### config.mk
export PLATFORM = sky130hd
export DESIGN_NAME = pdseq_top
export DESIGN_NICKNAME = d
export VERILOG_FILES = /design/src/rtl/pdseq_pkg.sv /design/src/rtl/pdseq_downcnt.sv /design/src/rtl/pdseq_timers.sv /design/src/rtl/pdseq_fsm.sv /design/src/rtl/pdseq_top.sv
export SDC_FILE = /design/constraint.sdc
export NUM_CORES = 1
export LEC_CHECK = 0
export BUFFER_PORTS_ARGS = -buffer_cell sky130_fd_sc_hd__buf_2
export CORE_UTILIZATION = 54
export CTS_CLUSTER_SIZE = 28
export DETAILED_ROUTE_END_ITERATION = 8
export MAX_ROUTING_LAYER = met4
export PLACE_DENSITY = 0.77
export RECOVER_POWER = 50
export SLEW_MARGIN = 20
export SYNTH_ARGS = -nofsm -noshare
export SYNTH_HDL_FRONTEND = slang
export SYNTH_SLANG_ARGS = --single-unit
export TNS_END_PERCENT = 1
### constraint.sdc
create_clock -name clk -period 4.6 [get_ports clk]
set_input_delay 0.69 -clock clk [delete_from_list [all_inputs] [get_ports clk]]
set_output_delay 0.69 -clock clk [all_outputs]
set_load 0.02 [all_outputs]
### src/rtl/pdseq_pkg.sv
package pdseq_pkg;

  typedef enum logic [1:0] {
    PD_NONE     = 2'd0,
    PD_ACTIVE   = 2'd1,
    PD_PRE_FAST = 2'd2,
    PD_PRE_SLOW = 2'd3
  } pdKind_e;

  // control -> datapath strobes
  typedef struct packed {
    logic enterStb;
    logic exitStb;
    logic exitSlow;
  } pdStrobe_t;

  // datapath -> control status
  typedef struct packed {
    logic ckeHoldOk;
    logic xpDone;
    logic limitHit;
  } pdStatus_t;

  function automatic pdKind_e classifyKind(input logic anyOpen, input logic dllFast);
    if (anyOpen)      return PD_ACTIVE;
    else if (dllFast) return PD_PRE_FAST;
    else              return PD_PRE_SLOW;
  endfunction

endpackage

### src/rtl/pdseq_downcnt.sv
module pdseq_downcnt #(
  parameter int W = 8
) (
  input  logic         clk,
  input  logic         rstN,
  input  logic         load,
  input  logic [W-1:0] loadVal,
  output logic         zero
);
  logic [W-1:0] cnt;

  always_ff @(posedge clk or negedge rstN) begin
    if (!rstN)          cnt <= '0;
    else if (load)      cnt <= loadVal;
    else if (cnt != '0) cnt <= cnt - W'(1);
  end

  assign zero = (cnt == '0);
endmodule

### src/rtl/pdseq_timers.sv
module pdseq_timers
  import pdseq_pkg::*;
#(
  parameter int TW        = 8,
  parameter int REFW      = 16,
  parameter int XP_RST    = 3,
  parameter int XPDLL_RST = 10,
  parameter int CKE_RST   = 3,
  parameter int CPDED_RST = 1,
  parameter int REFI_RST  = 100
) (
  input  logic            clk,
  input  logic            rstN,
  input  logic            cfgLoad,
  input  logic [TW-1:0]   cfgXp,
  input  logic [TW-1:0]   cfgXpdll,
  input  logic [TW-1:0]   cfgCke,
  input  logic [TW-1:0]   cfgCpded,
  input  logic [REFW-1:0] cfgRefi,
  input  pdStrobe_t       stb,
  input  logic            ckeLvl,
  output pdStatus_t       status,
  output logic            cmdReady,
  output logic            dllCmdReady,
  output logic            cmdGate
);
  localparam int LW = REFW + 4;   // holds 9 * tREFI
  localparam int CW = TW + 1;     // tCPDED plus the falling cycle

  logic [TW-1:0]   xpReg, xpdllReg, ckeReg, cpdedReg;
  logic [REFW-1:0] refiReg;

  always_ff @(posedge clk or negedge rstN) begin
    if (!rstN) begin
      xpReg    <= TW'(XP_RST);
      xpdllReg <= TW'(XPDLL_RST);
      ckeReg   <= TW'(CKE_RST);
      cpdedReg <= TW'(CPDED_RST);
      refiReg  <= REFW'(REFI_RST);
    end else if (cfgLoad) begin
      xpReg    <= cfgXp;
      xpdllReg <= cfgXpdll;
      ckeReg   <= cfgCke;
      cpdedReg <= cfgCpded;
      refiReg  <= cfgRefi;
    end
  end

  logic          toggleStb;
  logic [TW-1:0] ckeLoadVal, dllLoadVal;
  logic [CW-1:0] cpdedLoadVal;
  logic          ckeZero, xpZero, dllZero, cpdedZero;

  assign toggleStb    = stb.enterStb | stb.exitStb;
  assign ckeLoadVal   = (ckeReg == '0) ? '0 : ckeReg - TW'(1);
  assign dllLoadVal   = (stb.exitSlow && (xpdllReg > xpReg)) ? xpdllReg : xpReg;
  assign cpdedLoadVal = {1'b0, cpdedReg} + CW'(1);

  pdseq_downcnt #(.W(TW)) uCkeHold (
    .clk(clk), .rstN(rstN), .load(toggleStb), .loadVal(ckeLoadVal), .zero(ckeZero));
  pdseq_downcnt #(.W(TW)) uXp (
    .clk(clk), .rstN(rstN), .load(stb.exitStb), .loadVal(xpReg), .zero(xpZero));
  pdseq_downcnt #(.W(TW)) uXpDll (
    .clk(clk), .rstN(rstN), .load(stb.exitStb), .loadVal(dllLoadVal), .zero(dllZero));
  pdseq_downcnt #(.W(CW)) uCpded (
    .clk(clk), .rstN(rstN), .load(stb.enterStb), .loadVal(cpdedLoadVal), .zero(cpdedZero));

  // cycles spent with CKE low, saturating
  logic [LW-1:0] pdCnt, nineRefi, limitVal;

  always_ff @(posedge clk or negedge rstN) begin
    if (!rstN)                         pdCnt <= '0;
    else if (stb.enterStb)             pdCnt <= LW'(1);
    else if (!ckeLvl && (pdCnt != '1)) pdCnt <= pdCnt + LW'(1);
  end

  assign nineRefi = (LW'(refiReg) << 3) + LW'(refiReg);
  assign limitVal = (nineRefi > LW'(1)) ? nineRefi - LW'(1) : LW'(1);

  assign status.ckeHoldOk = ckeZero;
  assign status.xpDone    = xpZero;
  assign status.limitHit  = !ckeLvl && (pdCnt >= limitVal);

  assign cmdReady    = ckeLvl && xpZero;
  assign dllCmdReady = ckeLvl && dllZero;
  assign cmdGate     = !cmdReady || !cpdedZero;

  // level is frozen while the hold counter runs
  p_cke_hold_r5: assert property (@(posedge clk) disable iff (!rstN)
    !ckeZero |=> (ckeLvl == $past(ckeLvl)))
    else $error("cke toggled inside tCKE window");

  // bus is gated in the falling cycle
  p_gate_on_fall_r4: assert property (@(posedge clk) disable iff (!rstN)
    $fell(ckeLvl) |-> cmdGate)
    else $error("command gate open at cke fall");

  // no command right as cke rises when tXP is nonzero
  p_xp_wait_r8: assert property (@(posedge clk) disable iff (!rstN)
    ($rose(ckeLvl) && ($past(xpReg) != '0)) |-> !cmdReady)
    else $error("command ready before tXP");

  // DLL-dependent commands never ahead of ordinary ones
  p_dll_after_cmd_r9: assert property (@(posedge clk) disable iff (!rstN)
    dllCmdReady |-> cmdReady)
    else $error("dll ready ahead of command ready");
endmodule

### src/rtl/pdseq_fsm.sv
module pdseq_fsm
  import pdseq_pkg::*;
#(
  parameter int NBUSY = 5,
  parameter int NBANK = 8
) (
  input  logic             clk,
  input  logic             rstN,
  input  logic             idleReq,
  input  logic             wakeReq,
  input  logic [NBUSY-1:0] busyVec,
  input  logic             rowBusy,
  input  logic [NBANK-1:0] bankOpen,
  input  logic             dllFastPd,
  input  pdStatus_t        status,
  output pdStrobe_t        stb,
  output logic             ckeLvl,
  output pdKind_e          kindReg
);
  logic    idlePend, wakePend;
  logic    anyBusy, pendNow, wakeNow, enterNow, exitNow;
  pdKind_e kindNow;

  assign anyBusy = |busyVec;
  assign kindNow = classifyKind(|bankOpen, dllFastPd);
  assign pendNow = (idlePend | idleReq) & ~wakeReq;
  assign wakeNow = wakePend | wakeReq;

  assign enterNow = ckeLvl && pendNow && !anyBusy && status.ckeHoldOk && status.xpDone;
  assign exitNow  = !ckeLvl && (wakeNow || status.limitHit) && status.ckeHoldOk;

  assign stb.enterStb = enterNow;
  assign stb.exitStb  = exitNow;
  assign stb.exitSlow = (kindReg == PD_PRE_SLOW) ||
                        ((kindReg == PD_NONE) && (kindNow == PD_PRE_SLOW));

  always_ff @(posedge clk or negedge rstN) begin
    if (!rstN) begin
      ckeLvl   <= 1'b1;
      idlePend <= 1'b0;
      wakePend <= 1'b0;
      kindReg  <= PD_NONE;
    end else if (ckeLvl) begin
      wakePend <= 1'b0;
      if (enterNow) begin
        ckeLvl   <= 1'b0;
        idlePend <= 1'b0;
        kindReg  <= rowBusy ? PD_NONE : kindNow;
      end else begin
        idlePend <= pendNow;
      end
    end else begin
      if (exitNow) begin
        ckeLvl   <= 1'b1;
        wakePend <= 1'b0;
        idlePend <= 1'b0;
        kindReg  <= PD_NONE;
      end else begin
        wakePend <= wakeNow;
        if ((kindReg == PD_NONE) && !rowBusy) kindReg <= kindNow;
      end
    end
  end

  // never fall while something blocking was in progress
  p_entry_not_busy_r3: assert property (@(posedge clk) disable iff (!rstN)
    $fell(ckeLvl) |-> ($past(anyBusy) == 1'b0))
    else $error("entry during blocking operation");

  // type reads zero while cke is high
  p_kind_idle_r6: assert property (@(posedge clk) disable iff (!rstN)
    ckeLvl |-> (kindReg == PD_NONE))
    else $error("kind set with cke high");
endmodule

### src/rtl/pdseq_top.sv
module pdseq_top
  import pdseq_pkg::*;
#(
  parameter int NBUSY     = 5,
  parameter int NBANK     = 8,
  parameter int TW        = 8,
  parameter int REFW      = 16,
  parameter int XP_RST    = 3,
  parameter int XPDLL_RST = 10,
  parameter int CKE_RST   = 3,
  parameter int CPDED_RST = 1,
  parameter int REFI_RST  = 100
) (
  input  logic             clk,
  input  logic             rstN,
  input  logic             idleReq,
  input  logic             wakeReq,
  input  logic [NBUSY-1:0] busyVec,
  input  logic             rowBusy,
  input  logic [NBANK-1:0] bankOpen,
  input  logic             dllFastPd,
  input  logic             cfgLoad,
  input  logic [TW-1:0]    cfgXp,
  input  logic [TW-1:0]    cfgXpdll,
  input  logic [TW-1:0]    cfgCke,
  input  logic [TW-1:0]    cfgCpded,
  input  logic [REFW-1:0]  cfgRefi,
  output logic             cke,
  output logic             cmdGate,
  output logic             cmdReady,
  output logic             dllCmdReady,
  output logic [1:0]       pdKind
);
  pdStrobe_t stb;
  pdStatus_t status;
  logic      ckeLvl;
  pdKind_e   kindReg;

  pdseq_fsm #(.NBUSY(NBUSY), .NBANK(NBANK)) uFsm (
    .clk(clk), .rstN(rstN), .idleReq(idleReq), .wakeReq(wakeReq),
    .busyVec(busyVec), .rowBusy(rowBusy), .bankOpen(bankOpen),
    .dllFastPd(dllFastPd), .status(status), .stb(stb),
    .ckeLvl(ckeLvl), .kindReg(kindReg));

  pdseq_timers #(
    .TW(TW), .REFW(REFW), .XP_RST(XP_RST), .XPDLL_RST(XPDLL_RST),
    .CKE_RST(CKE_RST), .CPDED_RST(CPDED_RST), .REFI_RST(REFI_RST)
  ) uTimers (
    .clk(clk), .rstN(rstN), .cfgLoad(cfgLoad), .cfgXp(cfgXp),
    .cfgXpdll(cfgXpdll), .cfgCke(cfgCke), .cfgCpded(cfgCpded),
    .cfgRefi(cfgRefi), .stb(stb), .ckeLvl(ckeLvl), .status(status),
    .cmdReady(cmdReady), .dllCmdReady(dllCmdReady), .cmdGate(cmdGate));

  assign cke    = ckeLvl;
  assign pdKind = kindReg;
endmodule

**Word level (Yosys, flattened, before mapping)**

Cells that the tools add are included.
Widths: inputs -> output; s select.

- Reductions and logical operators: 41
- Multipliers: 0
- Divide/modulo/power cells: 0
- Add/sub/neg operators: 9
- Muxes and demuxes: 28
- Equality and inequality tests: 4
- $lt $le $gt $ge: 3
- Bitwise operators: 5
- Shift operators: 0

Operators with widths:

| cell | count |
|---|---|
| $mux 8 | 8 |
| $mux 20 | 3 |
| $logic_not 8->1 | 4 |
| $sub 8x1->8 const B | 4 |
| $reduce_bool 8->1 | 3 |
| $add 19x16->20 | 1 |
| $add 20x1->20 const B | 1 |
| $ge 20x20->1 | 1 |
| $gt 20x1->1 const B | 1 |
| $ne 20x20->1 const B | 1 |
| $sub 20x1->20 const B | 1 |
| $mux 9 | 2 |
| $logic_and 1x1->1 | 13 |
| $mux 2 | 6 |
| $reduce_bool 2->1 | 6 |
| $add 8x1->9 const B | 1 |
| $logic_not 9->1 | 1 |
| $mux 1 | 9 |
| $reduce_bool 9->1 | 1 |
| $sub 9x1->9 const B | 1 |
| $gt 8x8->1 | 1 |
| $reduce_or 8->1 | 1 |
| $logic_not 1->1 | 5 |
| $reduce_or 5->1 | 1 |
| other kinds (9) | 14 |

- Output and inout bits: 6
- Logic and storage cells: 104
- Memories: 0
- Bits in writable memories: 0
- ROM bits: 0
- Bits in latches: 0
- Bits in registers: 106

**Logic depth before layout (Yosys ltp)**

Gate-level depths: netlist of the first run.

- Word-level depth: 10
- Mapped depth: 22
- Mapped depth without buffers: 20

**Hierarchy**

From an unflattened synthesis of the first run, not the netlist that was laid out.

- Cell total of the unflattened synthesis: 792
- Area total of the unflattened synthesis: 7,308.3 um2

Modules (own cells, without submodules):

| module | cells an instance | area an instance (um2) | times used |
|---|---|---|---|
| pdseq_timers | 541 | 5,007.3 | 1 |
| pdseq_downcnt at uTimers.uCkeHold ... | 54 | 476.7 | 3 |
| pdseq_downcnt at uTimers.uCpded | 57 | 534.3 | 1 |
| pdseq_fsm | 32 | 336.6 | 1 |

**Worst setup path after synthesis of the first run**

OpenSTA, ideal clock, no wires.

- Path kind: register to register
- Start: register uTimers.refiReg[0]
- End: register uFsm.kindReg[0]
- Cell stages (with the launch flop): 22
- Arrival: 4.790 ns
- Data required time: 4.475 ns
- Buffers on the path: 1
- Setup slack: -0.315 ns
- Clock period less this slack: 4.915 ns
- Cells stage by stage: dfrtp_1 ha_1 inv_1 fa_1 xnor2_1 or3b_1 o21bai_1 nor2_1 nand2_1 nor4_4 nand3_4 buf_6 nand2_1 ha_1 a21o_1 a21o_1 a21o_1 a221o_1 a211oi_2 nor2_1 o31ai_1 mux2_2

- Cells in the longest elaborated chain, start to end: 10
- Elaborated cells between the ends (all ways): 13
- Those cells by class: add/sub: 2; order compare: 2; mux: 3; reduce/logical: 6

RTL lines:

| item | line | text |
|---|---|---|
| from (decl) | pdseq_timers.sv:31 | `logic [REFW-1:0] refiReg;` |
| from (signal assigned) | pdseq_timers.sv:39 | `refiReg <= REFW'(REFI_RST);` |
| from (signal assigned) | pdseq_timers.sv:45 | `refiReg <= cfgRefi;` |
| $add 19x16->20 * | pdseq_timers.sv:77 | `assign nineRefi = (LW'(refiReg) << 3) + LW'(refiReg);` |
| $sub 20x1->20 / $gt 20x1->1 (equally long branches) | pdseq_timers.sv:78 | `assign limitVal = (nineRefi > LW'(1)) ? nineRefi - LW'(1) : LW'(1);` |
| $mux 20 * | pdseq_timers.sv:78 |  |
| $ge 20x20->1 * | pdseq_timers.sv:82 | `assign status.limitHit = !ckeLvl && (pdCnt >= limitVal);` |
| $logic_and 1x1->1 * | pdseq_timers.sv:82 |  |
| $logic_or 1x1->1 * | pdseq_fsm.sv:30 | `assign exitNow = !ckeLvl && (wakeNow \|\| status.limitHit) && status.ckeHoldOk;` |
| $logic_and 1x1->1 * (2 in series) | pdseq_fsm.sv:30 |  |
| $reduce_bool 3->1 (no source line) / $mux 2 (equally long branches) | -- |  |
| $reduce_and 2->1 (no source line) / $mux 2 (equally long branches) | -- |  |
| to (signal assigned) | pdseq_fsm.sv:48 | `kindReg <= rowBusy ? PD_NONE : kindNow;` |
| to (signal assigned) | pdseq_fsm.sv:60 | `if ((kindReg == PD_NONE) && !rowBusy) kindReg <= kindNow;` |
| to (decl) | pdseq_fsm.sv:18 | `output pdKind_e kindReg` |

Every way passes the cells marked *; elsewhere a longest branch is shown, timed or not.
A chain may end at the register's enable or synchronous reset.

**Worst setup path after layout of the first run**

- Start: register uTimers.refiReg[6]
- End: register uTimers.uXpDll.cnt[5]

- Cells in the longest elaborated chain, start to end: 9
- Elaborated cells between the ends (all ways): 11
- Those cells by class: add/sub: 2; order compare: 2; mux: 2; reduce/logical: 5

RTL lines:

| item | line | text |
|---|---|---|
| $add 19x16->20 * | pdseq_timers.sv:77 |  |
| $sub 20x1->20 / $gt 20x1->1 (equally long branches) | pdseq_timers.sv:78 |  |
| $mux 20 * | pdseq_timers.sv:78 |  |
| $ge 20x20->1 * | pdseq_timers.sv:82 |  |
| $logic_and 1x1->1 * | pdseq_timers.sv:82 |  |
| $logic_or 1x1->1 * | pdseq_fsm.sv:30 |  |
| $logic_and 1x1->1 * (2 in series) | pdseq_fsm.sv:30 |  |
| $mux 8 / $reduce_bool 2->1 (equally long branches) | -- |  |
| to (signal assigned) | pdseq_downcnt.sv:14 | `else if (load) cnt <= loadVal;` |
| to (signal assigned) | pdseq_downcnt.sv:15 | `else if (cnt != '0) cnt <= cnt - W'(1);` |
| to (decl) | pdseq_downcnt.sv:10 | `logic [W-1:0] cnt;` |

Marked as above.

==> results of run 1 <==
## placed cells by master (no fill, tap or decap), types with 4 or more instances in the layout
| cell type | synthesis | layout |
|---|---|---|
| a31oi_1 | 5 | 4 |
| buf_4 | 0 | 45 |
| a21o_1 | 17 | 17 |
| and3_1 | 8 | 7 |
| a21oi_1 | 47 | 44 |
| buf_2 | 6 | 71 |
| o211ai_1 | 7 | 7 |
| mux2i_1 | 11 | 11 |
| and4_1 | 5 | 5 |
| clkbuf_16 | 0 | 9 |
| ha_4 | 0 | 4 |
| mux2_2 | 38 | 38 |
| o31ai_1 | 11 | 9 |
| or3_1 | 10 | 10 |
| nor4_1 | 7 | 5 |
| nand2_1 | 83 | 80 |
| nor2_1 | 71 | 68 |
| nand3_1 | 25 | 25 |
| ha_1 | 50 | 45 |
| inv_1 | 34 | 33 |
| dfrtp_1 | 95 | 94 |
| and2_1 | 7 | 7 |
| nand2b_1 | 6 | 6 |
| o21ai_0 | 49 | 47 |
| dfstp_2 | 11 | 11 |
| xor2_1 | 22 | 22 |
| a211oi_2 | 2 | 4 |
| nor3_1 | 22 | 21 |
| nand4_1 | 9 | 9 |
| xnor2_1 | 37 | 34 |
## power groups by stage
stage | Clock [mW] | Sequential, mW | Combinational [mW]
after floorplan | 0 | 1.03 | 0.561
final | 0.812 | 1.02 | 0.861
after global routing | 0.860 | 1.03 | 0.957
after CTS | 0.827 | 1.02 | 0.817
after detailed placement | 0 | 1.04 | 0.803
after global placement | 0 | 1.04 | 0.780
## layout make-up
type                    count  area share, %
multi-input cells         614           52.7
flip-flops and latches    106           31.1
repair buffers            121           8.58
clock buffers               9           2.62
well taps                 172           2.51
inverters                  34           1.49
clock inverters             7           1.01
## logic make-up after synthesis
group / Yosys count
mux: 49
flops: 106
buf+inv: 60
xor+xnor: 59
fa+ha+maj: 51
compound gates: 178
simple gates: 277
## what timing repair did
item	4_1_cts	5_1_grt
hold endpoints to repair	0	0
setup buffers	2	2
gates resized for setup	10	16
pin swaps	5	9
endpoints found under the setup margin	25	29
## flip-flops by register name (all words and copies together), names as in the netlist
signal and count:
uTimers.pdCnt 20, uTimers.refiReg 16, uTimers.uCpded.cnt 9, uTimers.ckeReg 8, uTimers.cpdedReg 8, uTimers.uCkeHold.cnt 8
uTimers.uXp.cnt 8, uTimers.uXpDll.cnt 8, uTimers.xpReg 8, uTimers.xpdllReg 8, uFsm.kindReg 2, uFsm.ckeLvl 1
uFsm.idlePend 1, uFsm.wakePend 1
## worst max-delay path: stages (launching register included)
cell and delay (ps):
dfstp_2 580, ha_1 290, a21oi_2 160, o21ai_2 90, or3_1 310, o211ai_1 310, o21ai_2 140, buf_4 160
nor4b_1 450, xor2_1 190, nand2_1 80, ha_1 280, nand4_1 130, nor2_2 190, a41o_1 200, a211oi_2 60
buf_4 170, nor3_4 320, buf_12 220, buf_4 140, mux2i_1 170
## through the flow
step	setup WS (ps)	instances	area [um^2]	utilization [%]
floorplan	-48.4	780	7310	-
global placement	-6.02	1043	8120	63.6
detailed placement	-162	1043	8120	63.6
CTS	-82.9	1061	8480	66.4
global route	-348	1063	8580	67.2
finish	-125	1063	8580	67.2
## routing by layer
| layer | vias up | part of all wire, % | global-route usage (%) | wire length (um) |
|---|---|---|---|---|
| met2 | 154 | 49 | 43.2 | 8320 |
| met5 | - | 0 | - | 0 |
| li1 | 3010 | - | - | - |
| met3 | 35 | 3.8 | 4.28 | 657 |
| met1 | 2961 | 45 | 33.8 | 7720 |
| met4 | 0 | 2.4 | 9.17 | 419 |
## path summary, 6_finish.rpt
kind,from,end,slack [ps]
hold reg to reg,uTimers.uCkeHold.cnt[0]$_DFFE_PN0P_,uTimers.uCkeHold.cnt[0]$_DFFE_PN0P_,540
setup / recovery,uTimers.refiReg[6]$_DFFE_PN1P_,uTimers.uXpDll.cnt[5]$_DFFE_PN0P_,-120
setup reg to reg,uTimers.refiReg[6]$_DFFE_PN1P_,uTimers.uXpDll.cnt[5]$_DFFE_PN0P_,-120
hold / removal,cfgCke[6],uTimers.ckeReg[6]$_DFFE_PN0P_,540
max in group asynchronous,rstN,uTimers.cpdedReg[0]$_DFFE_PN1P_,2550
min in group asynchronous,rstN,uTimers.uCkeHold.cnt[4]$_DFFE_PN0P_,780
==> qor.txt, run 1 <==
RSZ-0062 raised after global routing: true
Synth Area in Compound Gates: 16.4%
initial core utilization: 56.2%
Gate power share: 31.9%
critical path peak fanout: 30
mux cell area share after synthesis: 7.49%
area leader, netlist: dfrtp_1
Synthesis Warnings: 0
Post-Synth XOR/XNOR Area: 7.20%
final hold violations: 0
footprint of the multi-input gates: 4530 um^2
Slew @ Worst Pin: 1730 ps
CTS Buf Count: 9
most frequent cells after synthesis: 95 x dfrtp_1, 83 x nand2_1, 71 x nor2_1
NetSw: 0.873 mW
drt total wl: 17,100 um
n_diodes: 0
max frequency: 0.212 GHz
vias in the first global route: 6,187
Die Area: 13,800 um^2
Synth Area in Adders: 8.99%
simple logic cell fraction of the synthesized area: 19.3%
Clk pwr share: 30.1%
final period demand of the worst path: 4720 ps
worst hold margin: 535 ps
CP Data Arrival Time: 5010 ps
Tcrit/Tclk final: 103%
Nets: 1,005
Int Power: 1.82 mW
Synth Net Count: 899
Iter 0 DRT Violations: 360
Net Sw Frac: 32.4%
hold depth: 3
Setup Skew: 3.96 ps
ratio of cells with drive above 1 in the final layout: 26.7%
largest family of logic cells by synthesized area: simple AND/OR/NAND/NOR gates
die width: 117 um
Hold Buf Count CTS: 0
initial antenna violation count: 0
Vias: 6,160
PwrDens: 314 nW/um^2
final setup margin: -125 ps
Seq pwr share: 37.9%
# rows: 41
r2r worst-path depth: 20
Pleak: 3.87 nW
final setup fails: 18
Syn Std Cell Area: 7180 um^2
core area: 12,800 um^2
Routed WL per cell: 16.1 um
Critical Path Source Type: flop
Seq/Total Area, Yosys: 37.1%
HP Class: in2reg
clk slew on worst S/H paths: 70 ps
GPL Wtd Cong: 0.897
Seq cells post-synth: 106
failing checks: capacitance limit, slew limit, setup timing
CTS tree: built
Max-slew headroom: -15.2%
Max Cap Viol: 2
CP required: 4890 ps
largest net degree at the start of global routing: 72
htree depth: 3
Residual DRC: 0
top-count cell post-synth: dfrtp_1
number of fillers in the final layout: 1,035
IO Port Bufs: 73
status: complete, but fails checks
Area Growth Syn to Fin: 19.6%
I/O pin total: 74
global route overflow: 0
number of synthesized flops with an enable pin: 0
share of the synthesized area in the top cell type: 33.1%
vias per inst: 5.79
Area contributors post-synth: dfrtp_1 33%, ha_1 8.7%, mux2_2 6.0%, xnor2_1 4.5%, nand2_1 4.3%
CTS root buf: clkbuf_16
count of cell types in the netlist: 69
power consumption: 2.70 mW
Worst-Skew Late Latency: 360 ps
ys async rst share: 100%
fin. max-slew vios: 111
setup_tns: -859 ps
Die H: 117 um
critical path class: reg2reg
Worst Setup End Kind: flop
TritonCTS Sinks: 106
Reg area: 2670 um^2
Syn Area/Cell: 9.21 um^2
Total Routing Usage GR: 26.6%
CTS Buffer Depth: 2
global-route wire length before repair: 29,100 um
DRT Pass-1 Iters: 5
antenna-violating nets left: 0
dominant synthesized flop cell: dfrtp_1
Syn Inst Count: 780
detailed placement HPWL: 13,000 um
VDD IR max: 0.000242 V
(Power assumes the default switching activity.)
==> inputs of run 2 (changes only) <==
--- a/config.mk
+++ b/config.mk
@@ -12,6 +12,7 @@
 export MAX_ROUTING_LAYER = met4
 export PLACE_DENSITY = 0.77
 export RECOVER_POWER = 50
+export SKIP_CTS_REPAIR_TIMING = 1
 export SLEW_MARGIN = 20
 export SYNTH_ARGS = -nofsm -noshare
 export SYNTH_HDL_FRONTEND = slang
==> run 2 against run 1 <==
  * The flow still finishes with violations (capacitance limit, slew limit, setup timing)
  * Via count hardly changed
  * Worst setup slack worse by 64 ps
  * Sequential share of layout area rose by 0.086 points
  * Cell count unchanged
  * Largest power group unchanged
  * Largest cell class unchanged
  * Cell area is 0.28% lower
  * Sequential power hardly changed
==> qor.txt, run 2 (same netlist as run 1, synthesis figures left out) <==
status: complete, but fails checks
failing checks: capacitance limit, slew limit, setup timing
met2 usage: 42.8%
Reg with most FFs: uTimers.pdCnt
Max-slew headroom: -15.5%
Area Growth Syn to Fin: 19.2%
GPL Wtd Cong: 0.897
Nets: 1,005
max incr delay on CP: 440 ps
antenna-violating nets left: 0
final hold violations: 0
ratio of cells with drive above 1 in the final layout: 26.4%
detailed placement HPWL: 13,000 um
TritonCTS Sinks: 106
Slew @ Worst Pin: 1730 ps
Int Power: 1.81 mW
worst path cell trace: buf_4 -> ha_4 -> nand3_1 -> a21boi_0 -> nor2_1 -> mux2_4 -> o311ai_4 -> nor2_4 -> nand3_4 -> buf_6 -> nand2_1 -> ha_1 -> a21o_1 -> a21o_1 -> a21o_1 -> a221o_1 -> a211oi_2 -> buf_4 -> o21ai_1 -> o31ai_1 -> a21oi_1
biggest regs: uTimers.pdCnt: 20 flops, uTimers.refiReg: 16 flops, uTimers.uCpded.cnt: 9 flops
largest net degree at the start of global routing: 72
Die Area: 13,800 um^2
setup_tns: -3170 ps
Critical path buffers and inverters: 3
Pleak: 3.88 nW
number of fillers in the final layout: 1,046
IO Port Bufs: 73
Critical Path Source Type: flop
worst hold margin: 538 ps
r2r worst-path depth: 21
CP Data Arrival Time: 5020 ps
htree depth: 3
Clk pwr share: 30.3%
max frequency: 0.209 GHz
Net Sw Frac: 32.0%
finished layout cell area: 8560 um^2
Tcrit/Tclk final: 104%
Residual DRC: 0
flop2flop setup slack: -190 ps
Max Cap Viol: 2
Post-Layout Cell Count: 1,063
CP required: 4830 ps
GR Util met3: 4.33%
core area: 12,800 um^2
CTS Buf Count: 9
CTS root buf: clkbuf_16
Worst path slowest cell: o311ai_4
critical path class: reg2reg
CTS Buffer Depth: 2
Total Routing Usage GR: 26.5%
hold depth: 3
Seq pwr share: 38.3%
CTS tree: built
critical path peak fanout: 10
final setup fails: 25
n_diodes: 0
placed cell count: 1,043
HP Class: in2reg
fin util: 67.0%
initial core utilization: 56.2%
fin. max-slew vios: 111
Worst Setup End Kind: flop
clk slew on worst S/H paths: 70 ps
I/O pin total: 74
NetSw: 0.856 mW
vias per inst: 5.80
Gate power share: 31.4%
global route hottest layer: met2
Hold Startpoint: cfgCke[6]
global route overflow: 0
Top delay family on crit path: compound AO/OA/AOI/OAI gates
VDD IR max: 0.000248 V
DRT Pass-1 Iters: 5
vias in the first global route: 6,168
Crit Reg-Reg Startpoint: uTimers.refiReg[3]$_DFFE_PN0P_
final setup margin: -189 ps
Critical Path Most Common Cell: a21o_1
Routed WL per cell: 16.1 um
PwrDens: 312 nW/um^2
Worst-Skew Late Latency: 360 ps
commonest non-fill, non-tap cell in the layout: dfrtp_1
die width: 117 um
GR Util met1: 33.6%
Reg-to-Reg End: uTimers.uCkeHold.cnt[0]$_DFFE_PN0P_
initial antenna violation count: 0
Iter 0 DRT Violations: 394
max reg flops: 20
post-placement cell area: 8120 um^2
drt total wl: 17,100 um
Die H: 117 um
# rows: 41
global-route wire length before repair: 28,900 um
Vias: 6,163
RSZ-0062 raised after global routing: true
most frequent cells in the layout: 94 x dfrtp_1, 79 x nand2_1, 71 x buf_2
Setup Skew: 4.74 ps
WHS Endpoint: uTimers.ckeReg[6]$_DFFE_PN0P_
final period demand of the worst path: 4790 ps
run 2: cell counts in the layout (fill, tap and decap cells not counted):
No cell type changed its count.
run 2: how the worst max path moves through the flow:
stage	from	end	slack, ps	cells past startpoint
2_1_floorplan	uTimers.refiReg[3]$_DFFE_PN0P_	uFsm.kindReg[0]$_DFFE_PN0P_	-50	20
3_3_place_gp	uTimers.refiReg[4]$_DFFE_PN0P_	uFsm.kindReg[0]$_DFFE_PN0P_	-6	18
3_5_place_dp	uTimers.refiReg[3]$_DFFE_PN0P_	uTimers.uXp.cnt[4]$_DFFE_PN0P_	-160	22
4_1_cts	uTimers.refiReg[3]$_DFFE_PN0P_	uTimers.uXp.cnt[4]$_DFFE_PN0P_	-200	22
5_1_grt	uTimers.refiReg[3]$_DFFE_PN0P_	uTimers.uXp.cnt[4]$_DFFE_PN0P_	-410	22
6_report	uTimers.refiReg[3]$_DFFE_PN0P_	uTimers.uCkeHold.cnt[0]$_DFFE_PN0P_	-190	21
run 2: cell type report:
cell class                 count  area, um^2  share of cell area, %
sequential                   106        2670                   31.2
timing repair buffer         121         737                   8.61
multi-input combinational    614        4500                   52.6
clock buffer                   9         225                   2.63
tap                          172         215                   2.51
clock inverter                 7        86.3                   1.01
inverter                      34         128                   1.49
run 2: power groups by stage:
stage,Sequential (mW),Combinational (mW),Clock [mW]
final,1.02,0.839,0.809
after global routing,1.03,0.935,0.859
after CTS,1.02,0.808,0.827
after detailed placement,1.04,0.803,0
after global placement,1.04,0.780,0
after floorplan,1.03,0.561,0
run 2: worst register-to-register path, cell delays in order, from the launching register on:
cell,delay [ps]
dfrtp_1,390
buf_4,150
ha_4,280
nand3_1,110
a21boi_0,390
nor2_1,120
mux2_4,340
o311ai_4,440
nor2_4,90
nand3_4,150
buf_6,150
nand2_1,80
ha_1,190
a21o_1,150
a21o_1,150
a21o_1,150
a221o_1,330
a211oi_2,280
buf_4,200
o21ai_1,140
o31ai_1,280
a21oi_1,90
run 2: per-stage QoR:
stage                     total power, mW  setup WS, ps
after CTS                            2.66          -198
after global routing                 2.82          -406
final                                2.67          -189
after detailed placement             1.84          -162
after floorplan                      1.59         -48.4
after global placement               1.82         -6.02
run 2: metal layers:
metal | vias to the layer above | wire length (um)
li1 | 3011 | -
met1 | 2975 | 7770
met2 | 140 | 8360
met3 | 37 | 574
met4 | 0 | 380
met5 | - | 0
